==> src/rtl/ifd_pkg.sv <==
package ifd_pkg;

    localparam int UNIT_W = 16;
    localparam int OPC_W  = 6;
    localparam int REG_W  = 5;
    localparam int OP_W   = 7;

    localparam logic [OPC_W-1:0] OPC_BSTR_GROUP = 6'd31;
    localparam logic [OPC_W-1:0] OPC_EXT_GROUP  = 6'd62;

    typedef enum logic [OP_W-1:0] {
        OP_ILLEGAL = 7'd0,
        OP_MOV, OP_ADD, OP_SUB, OP_CMP, OP_SHL, OP_SHR, OP_JMP, OP_SAR,
        OP_MUL, OP_DIV, OP_MULU, OP_DIVU, OP_OR, OP_AND, OP_XOR, OP_NOT,
        OP_SETF, OP_INT_OFF, OP_TRAP, OP_RETI, OP_HALT, OP_SYSREG_WR,
        OP_SYSREG_RD, OP_INT_ON, OP_BRANCH, OP_MOVEA, OP_ADDI, OP_JR, OP_JAL,
        OP_ORI, OP_ANDI, OP_XORI, OP_MOVHI, OP_LD_B, OP_LD_H, OP_LD_W,
        OP_ST_B, OP_ST_H, OP_ST_W, OP_IN_B, OP_IN_H, OP_IN_W, OP_CMPXCHG,
        OP_OUT_B, OP_OUT_H, OP_OUT_W, OP_BSTR_UP, OP_BSTR_DOWN, OP_BSTR_LOGIC,
        OP_FCMP, OP_I2F, OP_F2I, OP_FADD, OP_FSUB, OP_FMUL, OP_FDIV,
        OP_SWAP_B, OP_SWAP_H, OP_BITREV, OP_F2I_TRUNC, OP_MULHW
    } op_e;

    typedef enum logic [2:0] {
        SEQ_IDLE, SEQ_REQ_A, SEQ_WAIT_A, SEQ_REQ_B, SEQ_WAIT_B
    } seq_e;

    // True when the major opcode carries a second halfword.
    function automatic logic needs_second(input logic [OPC_W-1:0] opc);
        return (opc >= 6'd40) && (opc != 6'd50) && (opc != 6'd54);
    endfunction

    function automatic op_e major_op(input logic [OPC_W-1:0] opc);
        if (opc >= 6'd32 && opc <= 6'd39) return OP_BRANCH;
        case (opc)
            6'd0, 6'd16:  return OP_MOV;
            6'd1, 6'd17:  return OP_ADD;
            6'd2:         return OP_SUB;
            6'd3, 6'd19:  return OP_CMP;
            6'd4, 6'd20:  return OP_SHL;
            6'd5, 6'd21:  return OP_SHR;
            6'd6:         return OP_JMP;
            6'd7, 6'd23:  return OP_SAR;
            6'd8:         return OP_MUL;
            6'd9:         return OP_DIV;
            6'd10:        return OP_MULU;
            6'd11:        return OP_DIVU;
            6'd12:        return OP_OR;
            6'd13:        return OP_AND;
            6'd14:        return OP_XOR;
            6'd15:        return OP_NOT;
            6'd18:        return OP_SETF;
            6'd22:        return OP_INT_OFF;
            6'd24:        return OP_TRAP;
            6'd25:        return OP_RETI;
            6'd26:        return OP_HALT;
            6'd28:        return OP_SYSREG_WR;
            6'd29:        return OP_SYSREG_RD;
            6'd30:        return OP_INT_ON;
            6'd40:        return OP_MOVEA;
            6'd41:        return OP_ADDI;
            6'd42:        return OP_JR;
            6'd43:        return OP_JAL;
            6'd44:        return OP_ORI;
            6'd45:        return OP_ANDI;
            6'd46:        return OP_XORI;
            6'd47:        return OP_MOVHI;
            6'd48:        return OP_LD_B;
            6'd49:        return OP_LD_H;
            6'd51:        return OP_LD_W;
            6'd52:        return OP_ST_B;
            6'd53:        return OP_ST_H;
            6'd55:        return OP_ST_W;
            6'd56:        return OP_IN_B;
            6'd57:        return OP_IN_H;
            6'd58:        return OP_CMPXCHG;
            6'd59:        return OP_IN_W;
            6'd60:        return OP_OUT_B;
            6'd61:        return OP_OUT_H;
            6'd63:        return OP_OUT_W;
            default:      return OP_ILLEGAL;
        endcase
    endfunction

    function automatic op_e bstr_op(input logic [REG_W-1:0] sub);
        if (sub[4:3] == 2'b01) return OP_BSTR_LOGIC;
        case (sub)
            5'd0, 5'd2: return OP_BSTR_UP;
            5'd1, 5'd3: return OP_BSTR_DOWN;
            default:    return OP_ILLEGAL;
        endcase
    endfunction

    function automatic op_e ext_op(input logic [OPC_W-1:0] sub);
        case (sub)
            6'd0:    return OP_FCMP;
            6'd2:    return OP_I2F;
            6'd3:    return OP_F2I;
            6'd4:    return OP_FADD;
            6'd5:    return OP_FSUB;
            6'd6:    return OP_FMUL;
            6'd7:    return OP_FDIV;
            6'd8:    return OP_SWAP_B;
            6'd9:    return OP_SWAP_H;
            6'd10:   return OP_BITREV;
            6'd11:   return OP_F2I_TRUNC;
            6'd12:   return OP_MULHW;
            default: return OP_ILLEGAL;
        endcase
    endfunction

endpackage

==> src/rtl/ifd_fetch_seq.sv <==
module ifd_fetch_seq
    import ifd_pkg::*;
#(
    parameter int AW = 32
) (
    input  logic              clk,
    input  logic              rst,
    input  logic              start,
    input  logic [AW-1:0]     next_pc,
    output logic              fetch_req,
    output logic [AW-1:0]     fetch_addr,
    input  logic              fetch_ready,
    input  logic              fetch_rvalid,
    input  logic [UNIT_W-1:0] fetch_rdata,
    output logic              fin,
    output logic [UNIT_W-1:0] fin_u0,
    output logic [UNIT_W-1:0] fin_u1
);
    localparam logic [AW-1:0] UNIT_BYTES = AW'(UNIT_W / 8);

    seq_e              state_q, state_d;
    logic [AW-1:0]     pc_q;
    logic [UNIT_W-1:0] u0_q;
    logic              more;

    assign more = needs_second(fetch_rdata[UNIT_W-1 -: OPC_W]);

    always_comb begin
        state_d    = state_q;
        fetch_req  = 1'b0;
        fetch_addr = pc_q;
        fin        = 1'b0;
        fin_u0     = fetch_rdata;
        fin_u1     = '0;
        case (state_q)
            SEQ_IDLE:   if (start) state_d = SEQ_REQ_A;
            SEQ_REQ_A: begin
                fetch_req = 1'b1;
                if (fetch_ready) state_d = SEQ_WAIT_A;
            end
            SEQ_WAIT_A: if (fetch_rvalid) begin
                state_d = more ? SEQ_REQ_B : SEQ_IDLE;
                fin     = !more;
            end
            SEQ_REQ_B: begin
                fetch_req  = 1'b1;
                fetch_addr = pc_q + UNIT_BYTES;
                if (fetch_ready) state_d = SEQ_WAIT_B;
            end
            SEQ_WAIT_B: begin
                fin_u0 = u0_q;
                fin_u1 = fetch_rdata;
                if (fetch_rvalid) begin
                    state_d = SEQ_IDLE;
                    fin     = 1'b1;
                end
            end
            default:    state_d = SEQ_IDLE;
        endcase
    end

    always_ff @(posedge clk) begin
        if (rst) begin
            state_q <= SEQ_IDLE;
            pc_q    <= '0;
            u0_q    <= '0;
        end else begin
            state_q <= state_d;
            if (state_q == SEQ_IDLE && start) pc_q <= next_pc;
            if (state_q == SEQ_WAIT_A && fetch_rvalid) u0_q <= fetch_rdata;
        end
    end
endmodule

==> src/rtl/ifd_decode.sv <==
module ifd_decode
    import ifd_pkg::*;
(
    input  logic [UNIT_W-1:0] u0,
    input  logic [UNIT_W-1:0] u1,
    output op_e               op,
    output logic [REG_W-1:0]  r1,
    output logic [REG_W-1:0]  r2
);
    logic [OPC_W-1:0] opc;

    assign opc = u0[UNIT_W-1 -: OPC_W];
    assign r1  = u0[REG_W-1:0];
    assign r2  = u0[2*REG_W-1:REG_W];

    always_comb begin
        if (opc == OPC_BSTR_GROUP)     op = bstr_op(u0[REG_W-1:0]);
        else if (opc == OPC_EXT_GROUP) op = ext_op(u1[UNIT_W-1 -: OPC_W]);
        else                           op = major_op(opc);
    end
endmodule

==> src/rtl/insn_fetch_decoder.sv <==
module insn_fetch_decoder
    import ifd_pkg::*;
#(
    parameter int AW = 32
) (
    input  logic              clk,
    input  logic              rst,
    input  logic              start,
    input  logic [AW-1:0]     next_pc,
    output logic              fetch_req,
    output logic [AW-1:0]     fetch_addr,
    input  logic              fetch_ready,
    input  logic              fetch_rvalid,
    input  logic [15:0]       fetch_rdata,
    output logic              done,
    output logic [6:0]        op_id,
    output logic [4:0]        reg1,
    output logic [4:0]        reg2,
    output logic [15:0]       imm_unit
);
    logic              fin;
    logic [UNIT_W-1:0] fin_u0, fin_u1;
    op_e               dec_op;
    logic [REG_W-1:0]  dec_r1, dec_r2;

    ifd_fetch_seq #(.AW(AW)) seq_i (
        .clk(clk), .rst(rst), .start(start), .next_pc(next_pc),
        .fetch_req(fetch_req), .fetch_addr(fetch_addr),
        .fetch_ready(fetch_ready), .fetch_rvalid(fetch_rvalid),
        .fetch_rdata(fetch_rdata),
        .fin(fin), .fin_u0(fin_u0), .fin_u1(fin_u1)
    );

    ifd_decode dec_i (
        .u0(fin_u0), .u1(fin_u1), .op(dec_op), .r1(dec_r1), .r2(dec_r2)
    );

    always_ff @(posedge clk) begin
        if (rst) begin
            done     <= 1'b0;
            op_id    <= OP_ILLEGAL;
            reg1     <= '0;
            reg2     <= '0;
            imm_unit <= '0;
        end else begin
            done <= fin;
            if (fin) begin
                op_id    <= dec_op;
                reg1     <= dec_r1;
                reg2     <= dec_r2;
                imm_unit <= fin_u1;
            end
        end
    end
endmodule

==> config.mk <==
export PLATFORM = sky130hd
export DESIGN_NAME = insn_fetch_decoder
export DESIGN_NICKNAME = d
export VERILOG_FILES = /design/src/rtl/ifd_pkg.sv /design/src/rtl/ifd_fetch_seq.sv /design/src/rtl/ifd_decode.sv /design/src/rtl/insn_fetch_decoder.sv
export SDC_FILE = /design/constraint.sdc
export NUM_CORES = 1
export LEC_CHECK = 0
export BUFFER_PORTS_ARGS = -buffer_cell sky130_fd_sc_hd__buf_4
export CAP_MARGIN = 20
export CORE_AREA = 2 2 110 112
export CTS_BUF_LIST = sky130_fd_sc_hd__clkbuf_4 sky130_fd_sc_hd__clkbuf_8
export DETAILED_ROUTE_END_ITERATION = 16
export DIE_AREA = 0 0 112 114
export GPL_TIMING_DRIVEN = 0
export PLACE_DENSITY = 0.76
export SETUP_SLACK_MARGIN = 0.1
export SLEW_MARGIN = 25
export SYNTH_ARGS = -nofsm -noshare
export SYNTH_HDL_FRONTEND = slang
export SYNTH_HIERARCHICAL = 1
export SYNTH_SLANG_ARGS = --single-unit
==> constraint.sdc <==
create_clock -name clk -period 5.1 [get_ports clk]
set_clock_uncertainty 0.1 [all_clocks]
set_input_delay 1.53 -clock clk [delete_from_list [all_inputs] [get_ports clk]]
set_output_delay 1.53 -clock clk [all_outputs]
set_load 0.02 [all_outputs]
==> results.yml, run 1 <==
synthesis:
  ys_ff_latch: 85
  ys_async_sr_fraction_pct: 0
  syn_area_sq_um: 5100
  ys.warnings.count: 6
  synth_cells: 623
  ys_seq_area_share_pct: 33.37
  syn_area_per_cell_sq_um: 8.186
  synth_nets: 691
  synth_edf_count: 0
  synth_cell_type_count: 61
  synth_top_flop_cell: "dfxtp_1"
route:
  num_vias: 4740
  firstDrtPassIters: 5
  drc: 0
  drtIter0Drc: 322
  wirelength_um: 13420
  via_per_inst: 5.243
  wl_per_cell_um: 14.84
  ant_nets: 0
global_routing:
  grt_max_degree: 15
  grt_overflow: 0
  grt_usage_pct: 20.58
  grt_pass1_vias: 4524
  antenna_found_initial: 0
  grt_pass1_wl_um: 21400
worst_setup_path:
  cp_max_fo: 7
  critical_path.endpoint_type: "register"
  crit_type: "in2reg"
  start_kind: "primary input"
  required_ns: 5.24
  critPathArrivalTime_ns: 4.19
  crit_start: "fetch_rdata[10]"
  rr_startpoint: "seq_i/state_q[1]$_SDFFE_PP0P_"
timing:
  fin_crit_ns: 4.049
  fmax_mhz: 247.0
  tightest_slew_ns: 0.8017
  slew-limit-headroom_pct: 45.99
  setup_violations: 0
  rsz0062_at_grt: "false"
  maxSlewViolCount: 0
  fin_tns_setup_ns: 0
  period_share_pct: 79.39
  hold_viol: 0
die:
  die_h_um: 114
  placementRows: 40
  boundaryPins: 120
  core_area_sq_um: 11710
  dieArea_sq_um: 12770
  start_util_pct: 43.55
  die_x_um: 112
flow_run:
  max_cap_violations: 0
clocking:
  hold_buffers: 0
  insertion_delay_ns: 0.37
  cts_setup_buffers: 0
  cts_tree: "yes"
  htree_levels: 3
  cts_made_buffers: 9
  root_buffer: "clkbuf_8"
  cts.sinks: 85
  path_clk_slew_ns: 0.09
  post_cts_resized: 0
  clk_path_buf_depth: 2
final_layout:
  fill_cells: 1097
  final-seq-area_sq_um: 1702
  drive_gt1_share_pct: 26.68
  antennaDiodeCount: 0
  fin_nets: 820
  syn2layout_area_growth_pct: 25.56
  multi_input_area_sq_um: 2989
  postLayoutCoreUtil_pct: 54.68
power:
  p_leak_nw: 2.744
  pwr_density_cell_nw_per_um2: 240.5
  peakVddDrop_mv: 0.1225
run_status:
  outcome: "finished clean"
place:
  gp_congestion: 0.8641
  dpl.hpwl_um: 10460
  port_buffers: 118
min_path:
  holdCritStartpoint: "seq_i/u0_q[9]$_SDFFE_PP0P_"
  worst_hold_path_type: "reg2reg"
## metrics by stage
stage               instances  worst slack [ns]  hold slack [ns]  power [mW]  instance area, sq um
finish                    904             1.051           0.3583       1.540                  6404
global route              904            0.7541           0.3794       1.607                  6404
CTS                       904             1.041           0.3604       1.551                  6404
detailed placement        888            0.6534           0.3468       1.003                  6170
global placement          888            0.7350           0.3391      0.9972                  6170
floorplan                 623             1.273           0.3329      0.8933                  5100
## report_power, final
group / internal, mW / leakage [nW] / total [mW] / switching, mW
sequential: 0.686 / 0.690 / 0.709 / 0.0228
clock: 0.303 / 0.120 / 0.551 / 0.248
combinational: 0.126 / 1.93 / 0.280 / 0.154
total: 1.12 / 2.74 / 1.54 / 0.425
## Yosys cell counts, types with 15 or more instances
cell type | instances | area share [%]
buf_4 | 17 | 2.5
ha_1 | 15 | 3.7
clkbuf_1 | 17 | 1.3
nor2_1 | 53 | 3.9
nand3_1 | 15 | 1.5
xnor2_1 | 21 | 3.6
a21oi_1 | 64 | 6.3
mux2i_1 | 34 | 6.7
dfxtp_1 | 85 | 33
nand2_1 | 117 | 8.6
and3_1 | 23 | 2.8
mux2_2 | 17 | 3.8
## worst max-delay path, cell delays in order
cell	delay, ns
buf_4	0.09
inv_1	0.04
o21ai_0	0.64
inv_1	0.27
ha_1	0.44
a21oi_1	0.15
o21a_1	0.14
a211oi_1	0.05
o31a_1	0.33
o31a_1	0.30
mux2i_1	0.15
nor2_1	0.05
## cells by family (layout without fill, tap and decap cells)
logic type	Yosys count	after routing	synth area share, %
simple gates	266	266	26.20
compound gates	110	110	13.08
flops	85	85	33.37
buf+inv	65	199	8.022
mux	51	51	10.43
xor+xnor	30	30	5.152
fa+ha+maj	15	15	3.680
other cells	1	1	0.07353
## layout make-up
type	count	share of cell area, %
buffer	55	5.803
clock buffer	11	2.364
clock inverter	5	1.290
inverter	10	0.5862
multi-input combinational	473	46.68
sequential	85	26.57
tap	147	2.872
timing repair buffer	118	13.83
## cell usage in the layout, fill, tap and decap left out, types with 4 or more instances in the layout
cell / count
nand3_1: 15
buf_6: 5
ha_1: 15
a211oi_1: 6
and2_1: 5
buf_4: 135
mux2_2: 17
o31ai_1: 4
clkbuf_1: 17
dfxtp_1: 85
buf_2: 11
a21oi_1: 64
nand2_1: 117
nor2b_1: 10
and3_1: 23
nand4_1: 4
inv_1: 10
clkbuf_8: 11
xor2_1: 9
nand2b_1: 9
xnor2_1: 21
o21ai_0: 8
nor2_1: 53
mux2i_1: 34
## flip-flops by register name, indices dropped and copies added (netlist names)
| signal | count |
|---|---|
| imm_unit | 16 |
| reg1 | 5 |
| seq_i/state_q | 3 |
| seq_i/pc_q | 32 |
| reg2 | 5 |
| seq_i/u0_q | 16 |
| done | 1 |
| op_id | 7 |
## final timing paths
| check | end | slack [ns] | cells past startpoint |
|---|---|---|---|
| worst min register to register | seq_i/u0_q[9]$_SDFFE_PP0P_ | 0.36 | 2 |
| worst max-delay path | op_id[0]$_SDFFE_PP0P_ | 1.05 | 12 |
| worst min-delay path | seq_i/u0_q[9]$_SDFFE_PP0P_ | 0.36 | 2 |
| worst max register to register | op_id[0]$_SDFFE_PP0P_ | 1.08 | 16 |
## per-layer routing
metal	GRT usage (%)	part of all wire (%)
met4	6.585	1.2
met1	24.70	43
met2	37.13	50
met3	4.091	5.8
met5	0	0
Power figures use the tool's default switching activity.
==> run 2, diff against run 1 <==
--- a/config.mk
+++ b/config.mk
@@ -5,14 +5,15 @@
 export SDC_FILE = /design/constraint.sdc
 export NUM_CORES = 1
 export LEC_CHECK = 0
+export ABC_AREA = 1
 export BUFFER_PORTS_ARGS = -buffer_cell sky130_fd_sc_hd__buf_4
 export CAP_MARGIN = 20
-export CORE_AREA = 2 2 110 112
+export CORE_AREA = 2 2 113 115
 export CTS_BUF_LIST = sky130_fd_sc_hd__clkbuf_4 sky130_fd_sc_hd__clkbuf_8
 export DETAILED_ROUTE_END_ITERATION = 16
-export DIE_AREA = 0 0 112 114
+export DIE_AREA = 0 0 115 117
 export GPL_TIMING_DRIVEN = 0
-export PLACE_DENSITY = 0.76
+export PLACE_DENSITY = 0.75
 export SETUP_SLACK_MARGIN = 0.1
 export SLEW_MARGIN = 25
 export SYNTH_ARGS = -nofsm -noshare
==> constraint.sdc (replaced) <==
create_clock -name clk -period 4.1 [get_ports clk]
set_clock_uncertainty 0.1 [all_clocks]
set_input_delay 1.23 -clock clk [delete_from_list [all_inputs] [get_ports clk]]
set_output_delay 1.23 -clock clk [all_outputs]
set_load 0.02 [all_outputs]
==> results.yml, run 2 <==
timing:
  rsz0062_at_grt: "false"
  setup_violations: 0
  maxSlewViolCount: 0
  slew-limit-headroom_pct: 49.38
  hold_viol: 0
  fin_tns_setup_ns: 0
  tightest_slew_ns: 0.7593
  fin_crit_ns: 3.457
  layout_setup_ws_ns: 0.6430
  period_share_pct: 84.32
  fmax_mhz: 289.3
  hold_ws_ns: 0.3584
die:
  start_util_pct: 43.89
  die_x_um: 115
  placementRows: 41
  boundaryPins: 120
  core_area_sq_um: 12310
  dieArea_sq_um: 13460
  die_h_um: 117
min_path:
  worst_hold_path_type: "reg2reg"
synthesis:
  synth_common_cells: "225 x nand2_1, 157 x nor2_1, 120 x inv_1"
  synth_most_common_cell: "nand2_1"
  synth_cells: 885
  synth_nets: 953
  syn_area_per_cell_sq_um: 6.106
  synth_edf_count: 0
  ys_seq_area_share_pct: 31.49
  synth_top_flop_cell: "dfxtp_1"
  synth_area_leaders: "dfxtp_1 31%, nand2_1 16%, nor2_1 11%"
  syn_area_sq_um: 5404
  ys_async_sr_fraction_pct: 0
  ys.warnings.count: 6
  yosysTopAreaCell: "dfxtp_1"
  synth_top_cell_area_share_pct: 31.49
  ys_ff_latch: 85
  synth_cell_type_count: 37
route:
  wirelength_um: 14520
  via_per_inst: 4.891
  ant_nets: 0
  drtIter0Drc: 357
  firstDrtPassIters: 4
  wl_per_cell_um: 12.41
  num_vias: 5722
  drc: 0
worst_setup_path:
  critical_path.max_stage_delay_ns: 0.69
  crit_type: "reg2reg"
  critPathArrivalTime_ns: 3.64
  worstPathCellList: "nor2_1, nand2_1, clkbuf_1, a21oi_1, inv_1, ha_1, o21ai_0, nand2_1, nand2_1, nand2_1, nand2_1, nand2_1, nand2_1, nand2_1, nand2_1, nand2_1, inv_1, nand2_1, nand2_1, nor2_1"
  critical_path.endpoint_type: "register"
  required_ns: 4.28
  start_kind: "register"
  cp_max_fo: 10
  slowest_stage: "a21oi_1"
  crit_top_cell: "nand2_1"
final_layout:
  final_cell_area_sq_um: 6728
  multi_input_area_sq_um: 2973
  largest_register: "seq_i/pc_q"
  largest_reg_flops: 32
  postLayoutCoreUtil_pct: 54.64
  fill_cells: 1245
  final_cells: 1170
  antennaDiodeCount: 0
  final-seq-area_sq_um: 1702
  layout_commonest_cell: "nand2_1"
  syn2layout_area_growth_pct: 24.50
  top_regs: "seq_i/pc_q (32), imm_unit (16), seq_i/u0_q (16)"
  drive_gt1_share_pct: 18.92
  fin_nets: 1083
  final_cell_mix: "225 x nand2_1, 157 x nor2_1, 138 x buf_4"
clocking:
  hold_buffers: 0
  cts_tree: "yes"
  path_clk_slew_ns: 0.09
  post_cts_resized: 0
  cts_setup_buffers: 0
  insertion_delay_ns: 0.38
  cts.sinks: 85
  root_buffer: "clkbuf_8"
  cts_made_buffers: 9
  htree_levels: 3
  clk_path_buf_depth: 2
power:
  total_power_mw: 4.188
  p_switching_mw: 1.882
  peakVddDrop_mv: 0.2677
  pwr_density_cell_nw_per_um2: 622.6
  power_frac_comb_pct: 53.0
  p_leak_nw: 3.270
  p_int_mw: 2.306
  pwr-share-clk_pct: 17.4
  p_seq_share_pct: 29.6
  switching_share_pct: 44.94
place:
  placed_cell_area_sq_um: 6485
  placed_cells: 1154
  dpl.hpwl_um: 11430
  dp_slack_ns: 0.3332
  port_buffers: 119
  gp_congestion: 0.9411
flow_run:
  max_cap_violations: 0
global_routing:
  grt_use_met1_pct: 28.34
  busiest_layer: "met2"
  grtUsageMet2_pct: 37.18
  grt_pass1_wl_um: 23360
  grt_usage_pct: 21.72
  antenna_found_initial: 0
  grt_overflow: 0
  grt_use_met3_pct: 2.884
  grt_pass1_vias: 5113
  grt_max_degree: 15
run_status:
  outcome: "finished clean"
[run 2: cell types whose count changed after synthesis, moves of 11 or more]
cell and change:
a21oi_1 +12, and3_1 -23, inv_1 +110, mux2_2 -17, mux2i_1 -34, nand2_1 +108, nand3_1 +11, nor2_1 +104
o21ai_0 +21, o21ai_1 +39, xnor2_1 -21
[run 2: power by group through the flow]
stage | sequential [mW] | clock (mW) | combinational, mW
6_report | 1.24 | 0.730 | 2.22
3_5_place_dp | 1.25 | 0 | 2.21
2_1_floorplan | 1.32 | 0 | 1.44
3_3_place_gp | 1.25 | 0 | 2.19
4_1_cts | 1.24 | 0.739 | 2.22
5_1_grt | 1.27 | 0.777 | 2.48
[run 2: layout make-up]
class                   instances  share of cell area, %
inverters                     125                  7.011
flip-flops and latches         85                  25.29
clock buffers                  10                  1.953
multi-input cells             630                  44.19
plain buffers                  45                  3.831
repair buffers                119                  13.28
well taps                     150                  2.790
clock inverters                 6                  1.655
[run 2: cell families (layout without fill, tap and decap cells)]
kind of cell | Yosys count | count (layout) | share of synthesized area (%)
compound gates | 154 | 154 | 14.66
xor+xnor | 18 | 18 | 2.917
fa+ha+maj | 15 | 15 | 3.473
buf+inv | 170 | 305 | 13.50
flops | 85 | 85 | 31.49
other cells | 1 | 1 | 0.06939
simple gates | 442 | 442 | 33.90
[run 2: final timing paths]
check,endpoint,depth (start not counted),from,slack (ns)
setup reg to reg,op_id[2]$_SDFFE_PP0P_,20,seq_i/state_q[1]$_SDFFE_PP0P_,0.64
hold / removal,seq_i/pc_q[0]$_SDFFE_PP0P_,2,seq_i/pc_q[0]$_SDFFE_PP0P_,0.36
setup / recovery,op_id[2]$_SDFFE_PP0P_,20,seq_i/state_q[1]$_SDFFE_PP0P_,0.64
hold reg to reg,seq_i/pc_q[0]$_SDFFE_PP0P_,2,seq_i/pc_q[0]$_SDFFE_PP0P_,0.36
[run 2: per-layer routing]
layer,up-vias,wire (um)
li1,2991,-
met1,2579,6623
met2,129,6939
met3,23,675
met4,0,277
met5,-,0
[run 2: critical path: cells and delay by family (launching register included)]
family	cells	cell delay, ns
DFF	1	0.35
and+or+nand+nor	14	1.12
buffers and inverters	3	0.55
adders and majority gates	1	0.37
AOI/OAI and AO/OA	2	0.91
==> run 3, diff against run 2 <==
--- a/config.mk
+++ b/config.mk
@@ -5,15 +5,15 @@
 export SDC_FILE = /design/constraint.sdc
 export NUM_CORES = 1
 export LEC_CHECK = 0
-export ABC_AREA = 1
+export ABC_AREA = 0
 export BUFFER_PORTS_ARGS = -buffer_cell sky130_fd_sc_hd__buf_4
 export CAP_MARGIN = 20
-export CORE_AREA = 2 2 113 115
+export CORE_AREA = 2 2 110 112
 export CTS_BUF_LIST = sky130_fd_sc_hd__clkbuf_4 sky130_fd_sc_hd__clkbuf_8
 export DETAILED_ROUTE_END_ITERATION = 16
-export DIE_AREA = 0 0 115 117
+export DIE_AREA = 0 0 112 114
 export GPL_TIMING_DRIVEN = 0
-export PLACE_DENSITY = 0.75
+export PLACE_DENSITY = 0.78
 export SETUP_SLACK_MARGIN = 0.1
 export SLEW_MARGIN = 25
 export SYNTH_ARGS = -nofsm -noshare
==> constraint.sdc (replaced) <==
create_clock -name clk -period 2.97 [get_ports clk]
set_clock_uncertainty 0.1 [all_clocks]
set_input_delay 0.891 -clock clk [delete_from_list [all_inputs] [get_ports clk]]
set_output_delay 0.891 -clock clk [all_outputs]
set_load 0.02 [all_outputs]
==> results.yml, run 3 (same netlist as run 1, synthesis figures left out) <==
worst_setup_path:
  cp_max_fo: 4
  critPathArrivalTime_ns: 2.09
  required_ns: 1.98
  critical_path.endpoint_type: "output port"
  start_kind: "register"
  crit_type: "reg2out"
  r2r_slack_ns: -0.04
timing:
  rsz0062_at_grt: "true"
  period_share_pct: 103.9
  maxSlewViolCount: 0
  fin_crit_ns: 3.086
  setup_violations: 14
  layout_setup_ws_ns: -0.1156
  fmax_mhz: 324.1
  hold_viol: 0
  slew-limit-headroom_pct: 53.14
  tightest_slew_ns: 0.7011
route:
  ant_nets: 0
  drtIter0Drc: 396
  firstDrtPassIters: 7
  num_vias: 4978
  wl_per_cell_um: 15.50
  drc: 0
  wirelength_um: 14480
  via_per_inst: 5.330
place:
  placed_cell_area_sq_um: 6210
  port_buffers: 118
  placed_cells: 888
  dpl.hpwl_um: 10250
  dp_slack_ns: -0.3331
  gp_congestion: 0.9169
global_routing:
  grt_usage_pct: 21.19
  grt_overflow: 0
  grt_pass1_wl_um: 21980
  antenna_found_initial: 0
  grt_pass1_vias: 4404
  grt_max_degree: 20
final_layout:
  largest_reg_flops: 32
  syn2layout_area_growth_pct: 39.33
  top_regs: "seq_i/pc_q (32), imm_unit (16), seq_i/u0_q (16)"
  multi_input_area_sq_um: 3388
  fill_cells: 1010
  final_cell_area_sq_um: 7106
  final_cells: 934
  drive_gt1_share_pct: 39.26
  largest_register: "seq_i/pc_q"
  fin_nets: 850
  antennaDiodeCount: 0
  final-seq-area_sq_um: 1713
  layout_commonest_cell: "buf_4"
  final_cell_mix: "160 x buf_4, 114 x nand2_1, 76 x dfxtp_1"
power:
  p_switching_uw: 863.0
  p_seq_share_pct: 46.3
  pwr-share-clk_pct: 32.6
  p_leak_nw: 3.060
  power_frac_comb_pct: 21.2
  switching_share_pct: 32.62
  p_int_mw: 1.782
  peakVddDrop_mv: 0.2166
  pwr_density_cell_nw_per_um2: 372.3
run_status:
  outcome: "finished, violations left"
  violations: "setup timing"
die:
  boundaryPins: 120
  die_x_um: 112
  die_h_um: 114
  start_util_pct: 43.55
  dieArea_sq_um: 12770
  placementRows: 40
  core_area_sq_um: 11710
clocking:
  hold_buffers: 0
  cts.sinks: 85
  path_clk_slew_ns: 0.11
  root_buffer: "clkbuf_8"
  cts_tree: "yes"
  insertion_delay_ns: 0.36
  htree_levels: 3
  clk_path_buf_depth: 2
  cts_made_buffers: 9
min_path:
  worst_hold_path_type: "reg2reg"
flow_run:
  max_cap_violations: 0
[run 3: worst paths after layout]
kind,startpoint,to,cells past startpoint
max reg2reg,seq_i/state_q[1]$_SDFFE_PP0P_,op_id[0]$_SDFFE_PP0P_,16
min,seq_i/u0_q[3]$_SDFFE_PP0P_,seq_i/u0_q[3]$_SDFFE_PP0P_,2
max,seq_i/state_q[1]$_SDFFE_PP0P_,fetch_addr[26],10
min reg2reg,seq_i/u0_q[3]$_SDFFE_PP0P_,seq_i/u0_q[3]$_SDFFE_PP0P_,2
[run 3: power by group through the flow]
stage / sequential (mW) / combinational [mW] / clock (mW)
after global placement: 1.24 / 0.485 / 0
after floorplan: 1.24 / 0.303 / 0
after detailed placement: 1.24 / 0.489 / 0
after CTS: 1.22 / 0.512 / 0.877
final: 1.22 / 0.560 / 0.861
after global routing: 1.23 / 0.605 / 0.916
[run 3: cell type report]
type	count	area share, %
tap	147	2.588
clock inverter	7	1.285
timing repair buffer	150	16.16
inverter	10	0.6339
multi-input combinational	473	47.68
clock buffer	9	1.743
sequential	85	24.11
buffer	53	5.793
[run 3: timing repair]
item	CTS	global route
pin swaps	21	24
resized for setup	37	82
hold endpoints to repair	0	0
endpoints found under the setup margin	29	33
setup buffers	17	15
cloned	0	0
[run 3: metal layers]
metal	GRT usage, %	up-vias	part of all wire (%)
met4	5.041	0	2.1
li1	-	2452	-
met2	36.24	178	49
met5	0	-	0
met1	27.34	2320	43
met3	4.888	28	6.4
[run 3: critical path, cell delays in order, from the launching register on]
cell	delay, ns
dfxtp_2	0.34
buf_6	0.09
and3b_1	0.17
buf_6	0.13
nand4_4	0.11
buf_6	0.15
nor3_4	0.20
buf_4	0.17
nand3_4	0.07
xnor2_2	0.14
buf_4	0.16
[run 3: metrics by stage]
step | utilization, % | setup TNS (ns) | hold WS [ns] | total power [mW]
after floorplan | - | 0 | 0.3329 | 1.540
after CTS | 56.98 | -1.017 | 0.3613 | 2.607
after detailed placement | 53.02 | -1.162 | 0.3470 | 1.732
after global routing | 60.67 | -3.029 | 0.3800 | 2.750
after global placement | 53.02 | -1.050 | 0.3397 | 1.726
final | 60.67 | -0.8124 | 0.3591 | 2.645
